===== config.mk =====
export PLATFORM = sky130hd
export DESIGN_NAME = boot_seq_top
export DESIGN_NICKNAME = d
export VERILOG_FILES = /design/src/rtl/boot_pkg.sv /design/src/rtl/boot_copy_seq.sv /design/src/rtl/boot_regbank.sv /design/src/rtl/boot_rst_timer.sv /design/src/rtl/boot_seq_top.sv
export SDC_FILE = /design/constraint.sdc
export NUM_CORES = 2
export LEC_CHECK = 0
export ABC_CLOCK_PERIOD_IN_PS = 3100
export BUFFER_PORTS_ARGS = -buffer_cell sky130_fd_sc_hd__buf_4
export CAP_MARGIN = 15
export CELL_PAD_IN_SITES_DETAIL_PLACEMENT = 1
export CELL_PAD_IN_SITES_GLOBAL_PLACEMENT = 1
export CORE_UTILIZATION = 45
export DETAILED_ROUTE_END_ITERATION = 8
export GPL_ROUTABILITY_DRIVEN = 0
export PLACE_DENSITY_LB_ADDON = 0.2
export SLEW_MARGIN = 15
export SYNTH_ARGS = -nofsm -noshare
export SYNTH_HDL_FRONTEND = slang
export SYNTH_SLANG_ARGS = --single-unit

===== constraint.sdc =====
create_clock -name clk -period 3.1 [get_ports clk]
set_clock_uncertainty 0.1 [all_clocks]
set_input_delay 0.62 -clock clk [delete_from_list [all_inputs] [get_ports clk]]
set_output_delay 0.62 -clock clk [all_outputs]
set_load 0.05 [all_outputs]

===== src/rtl/boot_pkg.sv =====
package boot_pkg;
    localparam int AW      = 7;
    localparam int DW      = 8;
    localparam int NCH_DEF = 12;
    localparam int DEPTH   = 1 << AW;

    localparam logic [AW-1:0] CP_FIRST = 7'h0F;
    localparam logic [AW-1:0] CP_LAST  = 7'h7D;
    localparam logic [AW-1:0] TMO_ADDR = 7'h0F;

    typedef enum logic [1:0] {
        ST_START,
        ST_COPY,
        ST_DRAIN,
        ST_DONE
    } boot_st_e;

    typedef struct packed {
        logic          vld;
        logic [AW-1:0] addr;
        logic [DW-1:0] data;
    } cfg_wr_t;

    function automatic logic in_copy_span(logic [AW-1:0] a);
        return (a >= CP_FIRST) && (a <= CP_LAST);
    endfunction
endpackage


===== src/rtl/boot_copy_seq.sv =====
module boot_copy_seq
    import boot_pkg::*;
#(
    parameter logic [AW-1:0] FIRST = CP_FIRST,
    parameter logic [AW-1:0] LAST  = CP_LAST
) (
    input  logic          clk,
    input  logic          rst,
    output logic          nv_rd,
    output logic [AW-1:0] nv_addr,
    input  logic [DW-1:0] nv_rdata,
    output cfg_wr_t       wr,
    output logic          done
);
    boot_st_e      state;
    logic [AW-1:0] rd_addr;
    logic          wr_vld;
    logic [AW-1:0] wr_addr;

    always_ff @(posedge clk) begin
        if (rst) begin
            state   <= ST_START;
            rd_addr <= FIRST;
            wr_vld  <= 1'b0;
            wr_addr <= '0;
            done    <= 1'b0;
        end else begin
            wr_vld  <= (state == ST_COPY);
            wr_addr <= rd_addr;
            unique case (state)
                ST_START: state <= ST_COPY;
                ST_COPY: begin
                    if (rd_addr == LAST) state <= ST_DRAIN;
                    else                 rd_addr <= rd_addr + 1'b1;
                end
                ST_DRAIN: begin
                    state <= ST_DONE;
                    done  <= 1'b1;
                end
                default: state <= ST_DONE;
            endcase
        end
    end

    assign nv_rd   = (state == ST_COPY);
    assign nv_addr = rd_addr;

    always_comb begin
        wr.vld  = wr_vld;
        wr.addr = wr_addr;
        wr.data = nv_rdata;
    end

    // consecutive reads walk upward by one
    a_r1_addr_step: assert property (@(posedge clk) disable iff (rst)
        (nv_rd && $past(nv_rd)) |-> (nv_addr == $past(nv_addr) + 1'b1));
    // reads stay inside the copy window
    a_r1_addr_span: assert property (@(posedge clk) disable iff (rst)
        nv_rd |-> in_copy_span(nv_addr));
    // a write-back follows a read one cycle earlier at the same address
    a_r2_wr_follows: assert property (@(posedge clk) disable iff (rst)
        wr.vld |-> ($past(nv_rd) && (wr.addr == $past(nv_addr))));
    // done never falls outside reset
    a_r4_done_sticky: assert property (@(posedge clk) disable iff (rst)
        $past(done) |-> done);
endmodule


===== src/rtl/boot_regbank.sv =====
module boot_regbank
    import boot_pkg::*;
(
    input  logic          clk,
    input  logic          rst,
    input  cfg_wr_t       cp_wr,
    input  logic          host_ok,
    input  logic          host_we,
    input  logic [AW-1:0] host_addr,
    input  logic [DW-1:0] host_wdata,
    output logic [DW-1:0] host_rdata,
    output logic [DW-1:0] tmo_val
);
    logic [DW-1:0] regs [DEPTH];

    always_ff @(posedge clk) begin
        if (rst) begin
            for (int i = 0; i < DEPTH; i++) regs[i] <= '0;
        end else if (cp_wr.vld) begin
            regs[cp_wr.addr] <= cp_wr.data;
        end else if (host_ok && host_we) begin
            regs[host_addr] <= host_wdata;
        end
    end

    assign host_rdata = host_ok ? regs[host_addr] : '0;
    assign tmo_val    = regs[TMO_ADDR];

    // copy never targets the uncopied low registers
    a_r3_copy_low: assert property (@(posedge clk) disable iff (rst)
        cp_wr.vld |-> in_copy_span(cp_wr.addr));

    for (genvar g = 0; g < int'(CP_FIRST); g++) begin : g_low_chk
        // low registers stay zero while the host is locked out
        a_r5_low_zero: assert property (@(posedge clk) disable iff (rst)
            !host_ok |-> (regs[g] == '0));
    end
endmodule


===== src/rtl/boot_rst_timer.sv =====
module boot_rst_timer #(
    parameter int NCH = 12,
    parameter int CW  = 8
) (
    input  logic           clk,
    input  logic           rst,
    input  logic           done,
    input  logic [NCH-1:0] ch_ok,
    input  logic [CW-1:0]  tmo,
    output logic           rst_rel
);
    logic [CW-1:0] cnt;
    logic          all_ok;

    assign all_ok = &ch_ok;

    always_ff @(posedge clk) begin
        if (rst || !done || !all_ok) begin
            cnt     <= '0;
            rst_rel <= 1'b0;
        end else if (!rst_rel) begin
            if (cnt == tmo) rst_rel <= 1'b1;
            else            cnt <= cnt + 1'b1;
        end
    end

    // reset output held during boot
    a_r8_hold_boot: assert property (@(posedge clk) disable iff (rst)
        !done |-> !rst_rel);
    // release only follows a cycle of boot done with all channels good
    a_r8_rise_cause: assert property (@(posedge clk) disable iff (rst)
        $rose(rst_rel) |-> ($past(done) && $past(all_ok)));
    // any channel out of range pulls the release down next cycle
    a_r9_drop: assert property (@(posedge clk) disable iff (rst)
        !all_ok |=> !rst_rel);
endmodule


===== src/rtl/boot_seq_top.sv =====
module boot_seq_top
    import boot_pkg::*;
#(
    parameter int NCH = NCH_DEF
) (
    input  logic           clk,
    input  logic           rst,
    output logic           nv_rd,
    output logic [AW-1:0]  nv_addr,
    input  logic [DW-1:0]  nv_rdata,
    input  logic           host_we,
    input  logic [AW-1:0]  host_addr,
    input  logic [DW-1:0]  host_wdata,
    output logic [DW-1:0]  host_rdata,
    output logic           host_ready,
    input  logic [NCH-1:0] ch_ok,
    input  logic [NCH-1:0] flt_raw,
    output logic [NCH-1:0] flt_out,
    output logic           out_oe,
    output logic           rst_n_out,
    output logic           boot_done
);
    cfg_wr_t       cp_wr;
    logic [DW-1:0] tmo_val;
    logic          rst_rel;

    boot_copy_seq u_seq (
        .clk      (clk),
        .rst      (rst),
        .nv_rd    (nv_rd),
        .nv_addr  (nv_addr),
        .nv_rdata (nv_rdata),
        .wr       (cp_wr),
        .done     (boot_done)
    );

    boot_regbank u_bank (
        .clk        (clk),
        .rst        (rst),
        .cp_wr      (cp_wr),
        .host_ok    (boot_done),
        .host_we    (host_we),
        .host_addr  (host_addr),
        .host_wdata (host_wdata),
        .host_rdata (host_rdata),
        .tmo_val    (tmo_val)
    );

    boot_rst_timer #(.NCH(NCH), .CW(DW)) u_tmr (
        .clk     (clk),
        .rst     (rst),
        .done    (boot_done),
        .ch_ok   (ch_ok),
        .tmo     (tmo_val),
        .rst_rel (rst_rel)
    );

    assign host_ready = boot_done;
    assign flt_out    = flt_raw & {NCH{boot_done}};
    assign out_oe     = boot_done;
    assign rst_n_out  = rst_rel;

    // no fault reaches the output while the store copy is running
    a_r6_mask: assert property (@(posedge clk) disable iff (rst)
        nv_rd |-> (flt_out == '0));
    // outputs stay disabled while reads are in flight
    a_r7_oe_off: assert property (@(posedge clk) disable iff (rst)
        nv_rd |-> !out_oe);
    // host port locked while copy reads are issued
    a_r5_locked: assert property (@(posedge clk) disable iff (rst)
        nv_rd |-> (!host_ready && host_rdata == '0));
endmodule


# Word-level counts from Yosys, hierarchy flattened
# Memory sizes are Yosys's and may differ from the RTL's.
# Cells that the tools add are included.
dict set report word_totals {
  regBits 27
  ram_bits 1024
  memories 1
  out_inout_bits 32
}
# memory depth width rd rd_ports_with_merged_regs write_ports line
set memory_table {}
lappend memory_table {u_bank.regs 128 8 2 0 128 boot_regbank.sv:14} ;# logic [DW-1:0] regs [DEPTH];
dict set report classes {
  n_mux 20
  eq_ne 5
  addsub 2
  n_reduce_logical 11
  bitwise_logic 4
}
# cell count
set ops {}
lappend ops {{2-to-1 mux 8 bit} 3}
lappend ops {{OR reduction 8 bit} 2}
lappend ops {{2-to-1 mux 7 bit} 2}
lappend ops {{2-to-1 mux 1 bit} 13}
lappend ops {{bitwise AND 12 bit} 1}
lappend ops {{AND reduction 12 bit} 1}
lappend ops {{adder 8 x 1 -> 8 bit, second input constant} 1}
lappend ops {{equality test 8 bit} 1}
lappend ops {{adder 7 x 1 -> 7 bit, second input constant} 1}
lappend ops {{equality test 7 bit, second input constant} 1}
lappend ops {{one-hot mux 2 bit (2 select lines)} 1}
lappend ops {{AND reduction 2 bit} 2}
lappend ops {{NOT 1 bit} 3}
lappend ops {{equality test 2 x 1 -> 1 bit, second input constant} 1}
lappend ops {{equality test 2 bit, second input constant} 1}
lappend ops {{logical NOT 1 bit} 2}
lappend ops {{logical NOT 2 bit} 1}
lappend ops {{logical OR 1 bit} 2}
lappend ops {{2-to-1 mux 2 bit} 1}
lappend ops {{inequality test 2 x 1 -> 1 bit, second input constant} 1}
lappend ops {{logical AND 1 bit} 1}

# Longest topological paths before layout
dict set report depth {
  depth_word 7
  mapped_depth 12
  mapped_depth_nobuf 7
}

# Hierarchy
# From an unflattened synthesis, not the netlist that was laid out.
dict set report unflattened {
  cells_unflattened 3400
  area_unflattened_um2 47471.8
}
# module area_per_inst_um2 seq_area_each_um2 cells_per_inst instances
set modules_own_cells {}
lappend modules_own_cells {boot_regbank 46044.2 30749.5 3251 1}
lappend modules_own_cells {boot_copy_seq 779.5 360.3 77 1}
lappend modules_own_cells {boot_rst_timer 536.8 180.2 57 1}
lappend modules_own_cells {boot_seq_top 111.4 0.0 15 1}

# Least setup slack after synthesis
# OpenSTA, ideal clock, no wires.
dict set report synth_timing {
  path_type {input to output}
  startpoint {input port host_addr[0]}
  endpoint {output port host_rdata[2]}
  arrival_ps 2996
  required_time_ps 2380
  path_stages 12
  path_slack_ps -616
  cell_sequence {buf_6 > buf_6 > buf_6 > buf_8 > buf_6 > buf_4 > mux2i_1 > a221oi_1 > o21ai_0 > a221oi_1 > nor4_1 > nor2b_1}
}
dict set report synth_between {
  elab_chain_cells 2
}
# element line
set synth_lines {}
lappend synth_lines {{start: declaration} boot_seq_top.sv:12} ;# input logic [AW-1:0] host_addr,
lappend synth_lines {{memory (128 x 8 bit)} --}
lappend synth_lines {{2-to-1 mux 8 bit} boot_regbank.sv:26} ;# assign host_rdata = host_ok ? regs[host_addr] : '0;
lappend synth_lines {{end: declaration} boot_seq_top.sv:14} ;# output logic [DW-1:0] host_rdata,
# Every way passes these cells.

==> flow_metrics.env <==
export IMPL_outcome="complete, but fails checks"
export IMPL_violations="setup timing"
export IMPL_worstPathArrival_ns=3.18
export IMPL_crit_family="multiplexers"
export IMPL_syn_nets=3533
export IMPL_cts_made_buffers=110
export IMPL_numPortBuffers=81
export IMPL_yosysWarnings=0
export IMPL_fill_cells=9908
export IMPL_irDropWorstVdd_v=0.000470
export IMPL_p_total_mw=32.8
export IMPL_path_class="reg -> out"
export IMPL_p_int_mw=25.2
export IMPL_p_seq_frac=0.495
export IMPL_fin_cells=5389
export IMPL_cts_buffer_depth=3
export IMPL_maxCapViolations=0
export IMPL_cp_common_cell="mux4_2"
export IMPL_rsz0062_at_grt="true"
export IMPL_grt_pass1_vias=33300
export IMPL_final_hold_viol_count=0
export IMPL_start_kind="flip-flop"
export IMPL_slew_viol_final=0
export IMPL_seq_area_frac_synth=0.668
export IMPL_initial_core_util=0.457
export IMPL_power_switching_share=0.231
export IMPL_finalWirelength_um=148000
export IMPL_multiInputGateArea_mm2=0.0148
export IMPL_cts_sinks=1051
export IMPL_critPathCaptureType="primary output"
export IMPL_tightest_slew_ns=1.07
export IMPL_drc=0
export IMPL_post_route_min_period_ns=3.90
export IMPL_ys_async_sr_fraction=0
export IMPL_path_buf_inv=1
export IMPL_drive_above_1_share=0.249
export IMPL_synth_distinct_cells=50
export IMPL_final_setup_worst_slack_ns=-0.804
export IMPL_path_max_fanout=1
export IMPL_max_freq_mhz=256
export IMPL_cts_root_buffer_cell="clkbuf_16"
export IMPL_wl_per_cell_um=27.6
export IMPL_ios=82
export IMPL_clockPowerShare=0.411
export IMPL_fp_row_count=117
export IMPL_register_area_mm2=0.0313
export IMPL_cts_tree="done"
export IMPL_die_y_um=325
export IMPL_placed_cell_area_mm2=0.0540
export IMPL_grt_max_degree=84
export IMPL_switchingPower_mw=7.59
export IMPL_dpl_hpwl_um=104000
export IMPL_synthToLayoutAreaGrowth_pct=24.3
export IMPL_core_mm2=0.102
export IMPL_powerDensity_mw_per_mm2=563
export IMPL_mostFrequentLayoutCell="nor2_1"
export IMPL_ant_nets=0
export IMPL_ys_flop_type="edfxtp_1"
export IMPL_insertion_delay_ns=0.70
export IMPL_final_area_mm2=0.0582
export IMPL_insertedDiodeCount=0
export IMPL_hold_path_class="in -> reg"
export IMPL_reg2reg_depth=8
export IMPL_path_cells="mux4_2, mux4_2, nor2b_2, nor4_2, o41a_4, buf_8"
export IMPL_finish_utilization=0.568
export IMPL_min_period_over_period=1.26
export IMPL_final_cell_mix="1050 x nor2_1, 1024 x edfxtp_1, 433 x buf_4"
export IMPL_netlist_area_mm2=0.0468
export IMPL_finalSetupViolCount=8
export IMPL_syn_inst=3480
export IMPL_combPwrFrac=0.094
export IMPL_synth_avg_cell_area_um2=13.5
export IMPL_critical_path_slowest_cell="mux4_2"
export IMPL_die_w_um=325
export IMPL_via_per_inst=5.87
export IMPL_path_depth=6
export IMPL_holdPathStages=4
export IMPL_cts_max_level=3
export IMPL_die_area_mm2=0.105
export IMPL_clkTransAtPathRegs_ns=0.06
export IMPL_synth_edf_count=1024
export IMPL_dr_total_vias=31700
export IMPL_critPathMaxStageDelay_ns=0.57
export IMPL_p_leak_nw=21.9
export IMPL_track_usage=0.281
export IMPL_dr_pass1_iters=5
export IMPL_nNetsFinal=3987
export IMPL_grt_pass1_wl_um=220000
export IMPL_cp_required_ns=2.38
export IMPL_drt_iter0_drc=3476
export IMPL_place_inst=5182
export IMPL_antenna_found_initial=0
export IMPL_synth_seq_cells=1051
export IMPL_gr_total_overflow=0
export IMPL_max_slew_margin=0.285
through the flow:
stage	hold WS [ns]	setup slack (ns)	TNS, ns
final	0.338	-0.804	-6.26
after global routing	0.343	-0.826	-6.45
after CTS	0.301	-0.818	-6.38
after detailed placement	0.381	-1.27	-27.02
after global placement	0.373	-1.25	-9.96
after floorplan	0.350	-0.350	-2.73
cell families after synthesis:
kind of cell,share of synthesized area
multiplexers,0.134
AO/OA/AOI/OAI,0.0341
flip-flops,0.668
adder cells (fa/ha/maj),0.000801
AND/OR/NAND/NOR,0.133
XOR/XNOR,0.00374
buffers and inverters,0.0263
path summary, 6_finish.rpt:
| path | start | to | slack [ns] |
|---|---|---|---|
| hold reg to reg | u_seq.state[1] | u_seq.state[1] | 0.39 |
| setup reg to reg | u_seq.wr_vld | u_bank.regs[75][4] | 0.16 |
| setup / recovery | u_bank.regs[94][1] | host_rdata[1] | -0.80 |
| hold / removal | nv_rdata[2] | u_bank.regs[81][2] | 0.34 |
synth_stat cells (all sizes together) (2+ instances only):
library cell / number / area (um^2)
nand4: 9 / 56.3
nand2b: 147 / 920
o21ai: 3 / 15.0
mux4: 158 / 3560
and3: 5 / 31.3
mux2: 7 / 78.8
ha: 3 / 37.5
clkbuf: 190 / 714
a22oi: 123 / 923
nand2: 133 / 499
nor3b: 2 / 15.0
nor2: 1059 / 3980
nor4: 33 / 206
nor2b: 37 / 231
and2: 17 / 106
o21a: 2 / 15.0
nand3: 5 / 25.0
o22ai: 2 / 12.5
a21oi: 69 / 345
mux2i: 263 / 2630
o41a: 7 / 78.8
dfxtp: 27 / 541
buf: 76 / 494
inv: 6 / 22.5
xnor2: 2 / 17.5
or2: 4 / 25.0
or3: 7 / 43.8
nor3: 6 / 30.0
nand3b: 4 / 30.0
a221oi: 4 / 35.0
edfxtp: 1024 / 30700
a31oi: 4 / 25.0
o31ai: 14 / 105
xor2: 18 / 158
routing by layer:
layer | vias up | share of wire | GRT usage
met5 | - | 0 | 0
met1 | 16500 | 0.40 | 0.381
met3 | 230 | 0.077 | 0.0471
li1 | 13600 | - | -
met4 | 0 | 0.032 | 0.100
met2 | 1301 | 0.49 | 0.460
area by class of cell:
cell class / count / area share
clock buffers: 135 / 0.0511
inverters: 6 / 0.000387
repair buffers: 608 / 0.116
well taps: 1368 / 0.0294
clock inverters: 64 / 0.0113
multi-input cells: 2157 / 0.255
flip-flops and latches: 1051 / 0.537
flip-flops by register name, summed over array words and instances, names as in the netlist:
| signal | count |
|---|---|
| u_seq.wr_addr | 7 |
| u_tmr.rst_rel | 1 |
| u_seq.wr_vld | 1 |
| u_seq.state | 2 |
| u_bank.regs | 1024 |
| u_seq.nv_addr | 7 |
| u_seq.done | 1 |
| u_tmr.cnt | 8 |
power groups by stage:
stage | clock network (mW) | registers, mW | logic [mW]
after detailed placement | 0 | 16.5 | 2.96
after global placement | 0 | 16.5 | 2.88
after CTS | 13.7 | 16.2 | 3.03
final | 13.5 | 16.2 | 3.07
after floorplan | 0 | 16.4 | 1.45
after global routing | 14.1 | 16.3 | 3.20
worst min-delay path, stage by stage:
cell	delay, ns
buf_4	0.09
mux2i_4	0.06
buf_12	0.16
nor2_1	0.08
repair_timing:
action	in CTS	in global routing
setup buffers	2	15
hold buffers	0	0
gates cloned	3	1
resized for setup	68	17
endpoints found under the setup margin	8	8
pin swaps	12	6
Note: power is estimated with default switching activity, not from simulation.
